### src/rtl/cst_pkg.sv
package cst_pkg;
    typedef enum logic [1:0] {
        K_NONE  = 2'd0,
        K_DATA  = 2'd1,
        K_STUFF = 2'd2
    } out_kind_e;
endpackage

### src/rtl/cst_run_eval.sv
module cst_run_eval #(
    parameter int RUN_LIMIT = 5,
    parameter int RUN_W     = 3
) (
    input  logic [RUN_W-1:0] run_i,
    input  logic             last_i,
    input  logic             bit_i,
    output logic [RUN_W-1:0] run_o,
    output logic             hit_o
);
    // a zero run means no history: the bit opens a fresh run
    always_comb begin
        if (run_i != '0 && bit_i == last_i) begin
            run_o = run_i + RUN_W'(1);
        end else begin
            run_o = RUN_W'(1);
        end
        hit_o = (run_o == RUN_W'(RUN_LIMIT));
    end
endmodule

### src/rtl/cst_out_reg.sv
module cst_out_reg
    import cst_pkg::*;
(
    input  logic      clk,
    input  logic      rst_n,
    input  out_kind_e kind_d,
    input  logic      bit_d,
    input  logic      done_d,
    output logic      out_valid,
    output logic      out_bit,
    output logic      out_stuff,
    output logic      frame_done
);
    typedef struct packed {
        logic vld;
        logic dat;
        logic stf;
        logic dne;
    } o_t;

    o_t o_d, o_q;

    always_comb begin
        o_d.vld = (kind_d != K_NONE);
        o_d.dat = bit_d;
        o_d.stf = (kind_d == K_STUFF);
        o_d.dne = done_d;
    end

    always_ff @(posedge clk) begin
        if (!rst_n) o_q <= '0;
        else        o_q <= o_d;
    end

    assign out_valid  = o_q.vld;
    assign out_bit    = o_q.dat;
    assign out_stuff  = o_q.stf;
    assign frame_done = o_q.dne;
endmodule

### src/rtl/can_stuff_tx.sv
module can_stuff_tx
    import cst_pkg::*;
#(
    parameter int RUN_LIMIT = 5,
    parameter int CNT_W     = 8
) (
    input  logic             clk,
    input  logic             rst_n,
    input  logic             in_valid,
    output logic             in_ready,
    input  logic             in_bit,
    input  logic             in_sof,
    input  logic             in_stuff_en,
    output logic             out_valid,
    output logic             out_bit,
    output logic             out_stuff,
    output logic             frame_done,
    output logic [CNT_W-1:0] stuff_count
);
    localparam int RUN_W = $clog2(RUN_LIMIT + 1);

    typedef struct packed {
        logic [RUN_W-1:0] run;
        logic             last;
        logic             pend;
        logic             region;
        logic [CNT_W-1:0] cnt;
    } st_t;

    st_t              st_d, st_q;
    logic             accept;
    logic             stuffing;
    logic [RUN_W-1:0] ev_run;
    logic             ev_hit;
    out_kind_e        kind_d;
    logic             obit_d;
    logic             done_d;

    assign in_ready = !st_q.pend;
    assign accept   = in_valid && in_ready;
    assign stuffing = in_stuff_en && (in_sof || st_q.region);

    cst_run_eval #(
        .RUN_LIMIT (RUN_LIMIT),
        .RUN_W     (RUN_W)
    ) u_eval (
        .run_i  (in_sof ? '0 : st_q.run),
        .last_i (st_q.last),
        .bit_i  (in_bit),
        .run_o  (ev_run),
        .hit_o  (ev_hit)
    );

    always_comb begin
        st_d   = st_q;
        kind_d = K_NONE;
        obit_d = 1'b0;
        done_d = 1'b0;
        if (st_q.pend) begin
            // emit the opposite level; it opens the next run
            kind_d    = K_STUFF;
            obit_d    = !st_q.last;
            st_d.last = !st_q.last;
            st_d.run  = RUN_W'(1);
            st_d.pend = 1'b0;
            st_d.cnt  = st_q.cnt + CNT_W'(1);
        end else if (accept) begin
            kind_d = K_DATA;
            obit_d = in_bit;
            if (stuffing) begin
                if (in_sof) begin
                    st_d.cnt    = '0;
                    st_d.region = 1'b1;
                end
                st_d.run  = ev_run;
                st_d.last = in_bit;
                st_d.pend = ev_hit;
            end else begin
                if (st_q.region) begin
                    done_d      = 1'b1;
                    st_d.region = 1'b0;
                end
                st_d.run = '0;
            end
        end
    end

    always_ff @(posedge clk) begin
        if (!rst_n) st_q <= '0;
        else        st_q <= st_d;
    end

    cst_out_reg u_out (
        .clk        (clk),
        .rst_n      (rst_n),
        .kind_d     (kind_d),
        .bit_d      (obit_d),
        .done_d     (done_d),
        .out_valid  (out_valid),
        .out_bit    (out_bit),
        .out_stuff  (out_stuff),
        .frame_done (frame_done)
    );

    assign stuff_count = st_q.cnt;
endmodule

### config.mk
export PLATFORM = sky130hd
export DESIGN_NAME = can_stuff_tx
export DESIGN_NICKNAME = d
export VERILOG_FILES = /design/src/rtl/cst_pkg.sv /design/src/rtl/cst_run_eval.sv /design/src/rtl/cst_out_reg.sv /design/src/rtl/can_stuff_tx.sv
export SDC_FILE = /design/constraint.sdc
export NUM_CORES = 1
export LEC_CHECK = 0
export BUFFER_PORTS_ARGS = -buffer_cell sky130_fd_sc_hd__buf_2
export CORE_MARGIN = 3
export CORE_UTILIZATION = 25
export CTS_CLUSTER_DIAMETER = 100
export CTS_CLUSTER_SIZE = 10
export DETAILED_ROUTE_END_ITERATION = 16
export GPL_TIMING_DRIVEN = 0
export SYNTH_ARGS = -nofsm -noshare
export SYNTH_HDL_FRONTEND = slang
export SYNTH_SLANG_ARGS = --single-unit
### constraint.sdc
create_clock -name clk -period 1.31 [get_ports clk]
set_clock_uncertainty 0.05 [all_clocks]
set_input_delay 0.1965 -clock clk [delete_from_list [all_inputs] [get_ports clk]]
set_output_delay 0.1965 -clock clk [all_outputs]
set_load 0.02 [all_outputs]
After elaboration in Yosys (flattened, before gate mapping). Cells that the tools add are included. Widths: inputs -> output; s select.

Reductions and logical operators: 17. Bitwise operators: 4. Multiplexer cells: 15. $add $sub $neg: 2. Equal/unequal tests: 4.

Operators by type and width (number): $mux 8 (2); $mux 12 (1); $mux 3 (4); $mux 9 (1); $add 8x1->8 const B (1); $reduce_bool 2->1 (4); $reduce_or 4->1 (2); $reduce_and 3->1 (2); $mux 1 (5); $mux 2 (2); $not 1->1 (4); $add 3x1->3 const B (1); $eq 3x3->1 const B (1); $logic_and 1x1->1 (3); $reduce_bool 3->1 (1); $eq 2x2->1 const B (1); $logic_not 1->1 (2); $ne 2x2->1 const B (1); $reduce_and 2->1 (1); $reduce_or 2->1 (1); $eq 1x1->1 (1); $logic_or 1x1->1 (1).

Register bits after elaboration: 18. Output and inout bits: 13. Bits of input ports: 6. Logic and storage cells: 52.

Logic depth before layout (Yosys ltp). Gate-level depths: netlist (run 1).

Depth after elaboration: 8. Depth in mapped cells: 6. Depth with buffers taken out: 6.

Hierarchy. A second synthesis (run 1) with hierarchy kept.

Cells, all modules: 104. Area total of the unflattened synthesis: 940.9 um2.

Modules (own cells, without submodules): can_stuff_tx (cells each 83, times used 1, sequential area each 280.3 um2, area each 723.2 um2); cst_out_reg (cells each 8, times used 1, sequential area each 80.1 um2, area each 111.4 um2); cst_run_eval (cells each 13, times used 1, sequential area each 0.0 um2, area each 106.4 um2).

Least setup slack after synthesis (run 1). Ideal clock, no wire load.

Path type: reg-to-reg. From: register st_q[12] (netlist name). To: register st_q[11] (netlist name). Path slack: -45 ps. Path buffers: 0. Data required time: 1140 ps. Clock period less this slack: 1355 ps. Data arrival time: 1185 ps. Library setup time: 120 ps. Stages on the path, launching flop included: 7. Cells stage by stage: dfxtp_1 nand2b_1 ha_1 nor2b_1 nor3_1 nor2_1 o31a_1.

Cells in the longest elaborated chain, start to end: 7.

RTL lines: start, declared (line can_stuff_tx.sv:30) `st_t st_d, st_q;`; start signal, assigned (line can_stuff_tx.sv:90) `else st_q <= st_d;`; $mux 3 (line can_stuff_tx.sv:47) `.run_i (in_sof ? '0 : st_q.run),`; $reduce_bool 3->1 (line cst_run_eval.sv:13) `if (run_i != '0 && bit_i == last_i) begin`; $logic_and 1x1->1 (line cst_run_eval.sv:13); $mux 3 (line cst_run_eval.sv:13); $mux 3 (line can_stuff_tx.sv:70) `if (stuffing) begin`; $mux 12 (line can_stuff_tx.sv:67) `end else if (accept) begin`; $mux 3 (line can_stuff_tx.sv:59) `if (st_q.pend) begin`.

No other way between the ends. The select of a mux whose other input is x is not followed. A chain may end at the register's enable or synchronous reset.

Worst setup path after layout (run 1).
From: register st_q[11] (netlist name). To: register st_q[11] (netlist name).

Cells in the longest elaborated chain, start to end: 7. Elaborated cells between the ends (all ways): 8. Those cells by class: 1 x add/sub; 5 x mux; 2 x reduce/logical.

RTL lines (line): $mux 3 (*) (can_stuff_tx.sv:47); parallel branches: the longest is 2 deep, another holds $add 3x1->3; $mux 3 (*) (cst_run_eval.sv:13); $mux 3 (*) (can_stuff_tx.sv:70); $mux 12 (*) (can_stuff_tx.sv:67); $mux 3 (*) (can_stuff_tx.sv:59).

Every way passes the cells marked *. The select of a mux whose other input is x is not followed.

==> flow_summary.json, run 1 <==
{
  "grt_max_degree": 11,
  "drc": 0,
  "nets": 142,
  "worstRegToRegCells": 6,
  "cts_tree": "yes",
  "grt_pass1_vias": 768,
  "routed_via_density": 4.70,
  "coreArea_um2": 3490,
  "final_area_um2": 1230,
  "reg2reg_slack_ns": 0.02,
  "dieArea_um2": 4550,
  "worstPathArrival_ns": 1.38,
  "avgSynthCellArea_um2": 8.59,
  "finalMaxSlewViolations": 0,
  "path_class": "register to register",
  "io_pins": 19,
  "min_period_ns": 1.29,
  "critical-path-top-delay-family": "simple AND/OR/NAND/NOR gates",
  "whs_path_depth": 2,
  "synthesis.nets": 119,
  "die_x_um": 67.5,
  "hp-class": "input pin to register",
  "outcome": "completed",
  "setup_tns_ns": 0,
  "synth_area_um2": 945,
  "fmax_ghz": 0.775,
  "dp_hpwl_um": 1450,
  "die_height_um": 67.5,
  "cts_htree_levels": 1,
  "path_cells": "nand2b_4, ha_4, nor2b_1, nor3_2, nor2_1, o31a_1",
  "ant_nets": 0,
  "required_ns": 1.40,
  "yosysTopAreaCell": "dfxtp_1",
  "layout-drive-gt1-share_pct": 39.4,
  "cts_buffers": 3,
  "synth-seq-area-share_pct": 38.1,
  "tightest_slew_ns": 0.402,
  "wl_um": 1920,
  "relSlewSlack_pct": 73.2,
  "wl_per_cell_um": 10.8,
  "clk_latency_ns": 0.25,
  "power.leakage_nw": 0.541,
  "path_buf_inv": 0,
  "slowest_delay_ns": 0.35,
  "maxCapViolations": 0,
  "path_depth": 6,
  "critPathMaxFanout": 3,
  "setup-violations-final": 0,
  "antenna-diode-count": 0,
  "clk_pin_slew_ns": 0.07,
  "ir_drop_uv": 353,
  "postCtsHoldBufs": 0,
  "ys_types": 31,
  "gr-usage-all-layers_pct": 9.04,
  "antenna_found_initial": 0,
  "gr-total-overflow": 0,
  "first_pass_iters": 4,
  "pwr_density_cell_nw_per_um2": 890,
  "place_congestion": 0.752,
  "synthTopCellsByArea": "dfxtp_1 (38%), buf_4 (6.4%), o21ai_0 (4.2%)",
  "vias": 836,
  "start_kind": "register",
  "grt_pass1_wl_um": 3150,
  "hold_viol": 0,
  "num_rows": 21,
  "yosysWarnings": 0,
  "finalCritPeriodShare_pct": 98.5,
  "grt_setup_unrepaired": "true",
  "critPathCaptureType": "register",
  "total_power_mw": 1.10,
  "io_buffers": 17,
  "clock-sinks": 18,
  "start_util_pct": 27.0,
  "slowest_stage": "dfxtp_2",
  "yosys.area.top_type_share_pct": 38.1,
  "drt_iter0_drc": 24,
  "cts.path.max_buffers": 2,
  "root_buffer": "clkbuf_8",
  "syn_inst": 110,
  "dp_worst_setup_slack_ns": -0.298,
  "ys_ff_latch": 18,
  "placed_area_um2": 1090,
  "setup_ws_ns": 0.0196,
  "final_util_pct": 35.3,
  "syn2layout_area_growth_pct": 30.6
}
## where the power goes
group,switching [mW],internal (mW),leakage (nW)
registers,0.00532,0.555,0.149
logic,0.0529,0.0346,0.363
clock network,0.184,0.267,0.0288
## placed cells by master, fill, tap and decap left out, types with 2 or more instances in the layout
cell type | Yosys | layout
and2_1 | 2 | 2
nor2_1 | 9 | 9
buf_2 | 1 | 18
nor3_2 | 1 | 4
nor2b_1 | 4 | 4
nand2_1 | 6 | 6
o21ai_0 | 8 | 8
xnor2_1 | 4 | 4
nand3_1 | 5 | 5
inv_1 | 7 | 7
nand2b_4 | 0 | 4
dfxtp_1 | 18 | 12
dfxtp_2 | 0 | 6
nand2b_1 | 6 | 2
a21oi_1 | 7 | 7
buf_4 | 8 | 9
a22oi_1 | 2 | 2
clkbuf_8 | 0 | 4
## state kept, by name, indices dropped and copies added (netlist names)
name,flops
u_out.out_valid,1
stuff_count,8
st_q,6
u_out.out_bit,1
u_out.frame_done,1
u_out.out_stuff,1
## through the flow
step	cells	hold slack, ns
final	178	0.173
after global routing	178	0.180
after CTS	178	0.163
after detailed placement	173	0.429
after global placement	173	0.422
after floorplan	110	0.223
## metal layers
| layer | wire, µm | up-vias | track usage [%] | share of wire, % |
|---|---|---|---|---|
| li1 | - | 415 | - | - |
| met1 | 836 | 401 | 9.82 | 43 |
| met2 | 976 | 16 | 16.4 | 51 |
| met3 | 94 | 4 | 2.33 | 4.9 |
| met4 | 15 | 0 | 3.80 | 0.78 |
| met5 | 0 | - | 0 | 0 |
## path summary, 6_finish.rpt
kind,to,startpoint
hold reg to reg,stuff_count[4],stuff_count[4]
hold / removal,u_out.frame_done,in_stuff_en
setup / recovery,st_q[11],st_q[11]
setup reg to reg,st_q[11],st_q[11]
## cell type report
class	count	area, µm²
plain buffers	11	73.8
clock buffers	4	55.1
fillers	368	2260
inverters	7	26.3
multi-input cells	74	561
flip-flops and latches	18	368
well taps	46	57.6
repair buffers	18	92.6
## logic make-up (layout without fill, tap and decap cells)
| logic type | after synthesis | after routing | synth area share [%] |
|---|---|---|---|
| AND/OR/NAND/NOR | 41 | 41 | 24.9 |
| AO/OA/AOI/OAI | 24 | 24 | 16.8 |
| flip-flops | 18 | 18 | 38.1 |
| buffers and inverters | 18 | 40 | 10.5 |
| XOR/XNOR | 5 | 5 | 4.64 |
| adder cells (fa/ha/maj) | 3 | 3 | 3.97 |
| multiplexers | 1 | 1 | 1.06 |
## cells in the mapped netlist, drive strengths merged
master,n
a21oi,7
a22oi,2
a31oi,2
a41o,1
and2,2
buf,9
clkbuf,2
dfxtp,18
ha,3
inv,7
mux2i,1
nand2,6
nand2b,6
nand3,5
nand4,1
nor2,9
nor2b,4
nor3,5
nor3b,1
nor4,1
nor4b,1
o211ai,1
o21a,1
o21ai,8
o31a,1
o31ai,1
xnor2,4
xor2,1
## what timing repair did
action | in CTS | in global routing
setup endpoints to repair | 7 | 6
gates resized for setup | 7 | 11
setup buffers | 1 | 0
pin swaps | 1 | 3
Note: power is estimated with default switching activity, not from simulation.
==> inputs of run 2 (changes only) <==
SKIP_CTS_REPAIR_TIMING = 1   (was unset)
clock period = 1.45 ns   (was 1.31 ns; I/O delays follow)
==> flow_summary.json, run 2 (same netlist as run 1, synthesis figures left out) <==
{
  "antenna_found_initial": 0,
  "dp_hpwl_um": 1480,
  "routed_via_density": 4.44,
  "dp_cells": 173,
  "setup_tns_ns": 0,
  "syn2layout_area_growth_pct": 21.9,
  "switching_share_pct": 21.2,
  "placed_area_um2": 1090,
  "gr-total-overflow": 0,
  "tightest_slew_ns": 0.401,
  "min_period_ns": 1.40,
  "whs_endpoint": "u_out.frame_done",
  "outcome": "completed",
  "grt_pass1_wl_um": 3260,
  "nFillCells": 360,
  "grt_setup_unrepaired": "true",
  "dieArea_um2": 4550,
  "drc": 0,
  "final_area_um2": 1150,
  "cts_tree": "yes",
  "hp-class": "input pin to register",
  "finalCritPeriodShare_pct": 96.3,
  "first_pass_iters": 4,
  "die_x_um": 67.5,
  "cts_buffers": 3,
  "start_util_pct": 27.0,
  "die_height_um": 67.5,
  "p_int_mw": 0.711,
  "maxCapViolations": 0,
  "rr_endpoint": "st_q[11]",
  "drt_iter0_drc": 63,
  "largest_reg_flops": 8,
  "pwr_density_cell_nw_per_um2": 784,
  "critPathCaptureType": "register",
  "p_switching_mw": 0.191,
  "io_buffers": 17,
  "worstRegToRegCells": 6,
  "combPwrFrac_pct": 7.8,
  "critPathMaxFanout": 3,
  "clk_latency_ns": 0.24,
  "cts_htree_levels": 1,
  "coreArea_um2": 3490,
  "grt_pass1_vias": 760,
  "min-delay-start": "in_stuff_en",
  "ant_nets": 0,
  "gr-usage-all-layers_pct": 9.39,
  "nets": 141,
  "start_kind": "register",
  "finalMaxSlewViolations": 0,
  "required_ns": 1.54,
  "wl_um": 1920,
  "r2r_start": "st_q[11]",
  "antenna-diode-count": 0,
  "wl_per_cell_um": 10.9,
  "setup_ws_ns": 0.0538,
  "vias": 782,
  "root_buffer": "clkbuf_8",
  "layout-drive-gt1-share_pct": 29.2,
  "clock-sinks": 18,
  "fin_cells": 176,
  "hold_viol": 0,
  "place_congestion": 0.786,
  "path_class": "register to register",
  "layout_common_cells": "buf_2 (18), dfxtp_1 (18), nor2_1 (9)",
  "reg2reg_slack_ns": 0.05,
  "power.leakage_nw": 0.502,
  "io_pins": 19,
  "p_clk_share_pct": 36.1,
  "ir_drop_uv": 226,
  "total_power_mw": 0.902,
  "dp_worst_setup_slack_ns": -0.171,
  "cts.path.max_buffers": 2,
  "whs_path_depth": 2,
  "clk_pin_slew_ns": 0.06,
  "setup-violations-final": 0,
  "fmax_ghz": 0.716,
  "grt_max_degree": 11,
  "num_rows": 21,
  "seqPwrFrac_pct": 56.0,
  "worstPathArrival_ns": 1.48,
  "relSlewSlack_pct": 73.3
}
[run 2: cell count changes in the layout (fill, tap and decap cells not counted), sizes merged]
| cell | change |
|---|---|
| buf | -1 |
| clkbuf | -1 |
[run 2: worst max-delay path by stage]
stage | to | startpoint | slack, ns | cells after the start
CTS | st_q[11] | st_q[12] | -0.03 | 6
detailed placement | st_q[11] | in_sof | -0.17 | 7
global placement | st_q[11] | in_sof | -0.16 | 7
global route | st_q[11] | st_q[11] | -0.03 | 6
floorplan | st_q[11] | st_q[12] | 0.1 | 6
finish | st_q[11] | st_q[11] | 0.05 | 6
[run 2: critical path, cell delays in order (launching register included)]
cell      delay [ns]
dfxtp_1         0.33
nand2b_1        0.11
ha_2            0.20
nor2b_1         0.13
nor3_2          0.14
nor2_1          0.07
o31a_1          0.27
[run 2: per-layer routing]
layer  up-vias  GRT usage [%]  wire (µm)
li1        407              -          -
met1       361           10.7        812
met2        12           16.5       1010
met3         2           2.83         85
met4         0           3.04          6
met5         -              0          0
[run 2: metrics by stage]
step                      util (%)  hold WS [ns]
after CTS                     32.3         0.191
after global routing          32.9         0.188
after global placement        31.1         0.419
after detailed placement      31.1         0.427
final                         32.9         0.196
after floorplan                  -         0.244
[run 2: cell type report]
cell class	count	area [µm²]	share of cell area, %
tap	46	57.6	5.00
timing repair buffer	17	85.1	7.39
multi-input combinational	74	507	44.0
sequential	18	360	31.3
clock buffer	3	41.3	3.59
buffer	11	73.8	6.41
inverter	7	26.3	2.28
[run 2: power by group through the flow]
stage	clock network, mW	logic, mW	registers [mW]
3_3_place_gp	0	0.0657	0.516
4_1_cts	0.346	0.0674	0.505
2_1_floorplan	0	0.0383	0.519
6_report	0.326	0.0706	0.506
3_5_place_dp	0	0.0668	0.516
5_1_grt	0.369	0.0776	0.506
==> inputs of run 3 (changes only) <==
ABC_CLOCK_PERIOD_IN_PS = 1450   (was unset)
CORE_MARGIN = unset   (was 3)
==> flow_summary.json, run 3 (same netlist as run 1, synthesis figures left out) <==
{
  "die_x_um": 63.5,
  "relSlewSlack_pct": 72.7,
  "routed_via_density": 4.57,
  "start_kind": "register",
  "dp_hpwl_um": 1490,
  "cts.path.max_buffers": 2,
  "wl_um": 2010,
  "grt_max_degree": 11,
  "num_rows": 21,
  "place_congestion": 0.794,
  "outcome": "completed",
  "detailroute.wirelength.met2_um": 1030,
  "hp-class": "input pin to register",
  "min_period_ns": 1.44,
  "min-delay-start": "rst_n",
  "tightest_slew_ns": 0.410,
  "reg2reg_slack_ns": 0.008,
  "maxCapViolations": 0,
  "first_pass_iters": 4,
  "layout_common_cells": "buf_2 (18), dfxtp_1 (18), nor2_1 (9)",
  "layout-drive-gt1-share_pct": 28.2,
  "worstPathArrival_ns": 1.54,
  "grt_pass1_vias": 773,
  "ir_drop_uv": 339,
  "path_cells": "nand2b_1, ha_1, nor2b_1, nor3_2, nor2_1, o31a_1",
  "slowest_stage": "dfxtp_1",
  "nets": 141,
  "r2r_start": "st_q[11]",
  "fin_cells": 177,
  "drt_iter0_drc": 33,
  "crit_start": "st_q[11]",
  "clk_pin_slew_ns": 0.07,
  "grt_pass1_wl_um": 3280,
  "setup_tns_ns": 0,
  "path_class": "register to register",
  "io_pins": 19,
  "vias": 809,
  "drc": 0,
  "antenna_found_initial": 0,
  "coreArea_um2": 3470,
  "routed.top_layer": "met4",
  "hold_viol": 0,
  "root_buffer": "clkbuf_8",
  "critPathCaptureType": "register",
  "dr_wl_met3_um": 93,
  "finalCritPeriodShare_pct": 99.5,
  "antenna-diode-count": 0,
  "setup-violations-final": 0,
  "pwr_density_cell_nw_per_um2": 863,
  "start_util_pct": 27.2,
  "wl_per_cell_um": 11.3,
  "fmax_ghz": 0.693,
  "syn2layout_area_growth_pct": 22.3,
  "cts_tree": "yes",
  "gr-usage-all-layers_pct": 10.4,
  "power.leakage_nw": 0.509,
  "dieArea_um2": 4030,
  "clock-sinks": 18,
  "slowest_delay_ns": 0.33,
  "cts_buffers": 3,
  "dp_worst_setup_slack_ns": -0.201,
  "critPathMaxFanout": 3,
  "dp_cells": 173,
  "cts_htree_levels": 1,
  "grt_setup_unrepaired": "true",
  "die_height_um": 63.5,
  "largest_reg_flops": 8,
  "met1_length_um": 855,
  "ant_nets": 0,
  "required_ns": 1.55,
  "finalMaxSlewViolations": 0,
  "setup_ws_ns": 0.00789,
  "gr-total-overflow": 0,
  "clk_latency_ns": 0.26,
  "io_buffers": 17
}
==> run 3: changes by cell type in the layout (fill, tap and decap cells not counted), sizes merged <==
cell and delta:
clkbuf +1
==> run 3: critical path, delay by kind of cell (launching register included) <==
family	cells	cell delay, ns
AO/OA/AOI/OAI	1	0.27
AND/OR/NAND/NOR	4	0.47
flip-flops	1	0.33
adder cells (fa/ha/maj)	1	0.21
==> run 3: report_power, final <==
group	internal, mW	total [mW]	leakage (nW)	switching, mW
Combinational	0.0251	0.0695	0.335	0.0443
Clock	0.242	0.423	0.0288	0.181
Sequential	0.501	0.505	0.146	0.00425
==> run 3: through the flow <==
step	power [mW]	util, %	cell area (µm²)	hold slack [ns]
floorplan	0.558	-	945	0.244
detailed placement	0.584	31.3	1090	0.426
global placement	0.582	31.3	1090	0.422
finish	0.997	33.3	1150	0.186
CTS	1.00	32.9	1140	0.184
global route	1.03	33.3	1150	0.195
==> run 3: layout make-up <==
cell class	count	area, µm²
fillers	385	2310
multi-input cells	74	497
flip-flops and latches	18	360
repair buffers	17	85.1
plain buffers	11	73.8
well taps	46	57.6
clock buffers	4	55.1
inverters	7	26.3
==> run 3: routing by layer <==
layer | vias up | global-route usage (%)
met5 | - | 0
met4 | 0 | 5.11
met3 | 2 | 3.44
met2 | 14 | 18.5
met1 | 382 | 10.8
li1 | 411 | -
==> run 3: worst paths after layout <==
| kind | to | cells past startpoint |
|---|---|---|
| max | st_q[11] | 6 |
| min | stuff_count[0] | 2 |
| max reg2reg | st_q[11] | 6 |
| min reg2reg | u_out.frame_done | 2 |
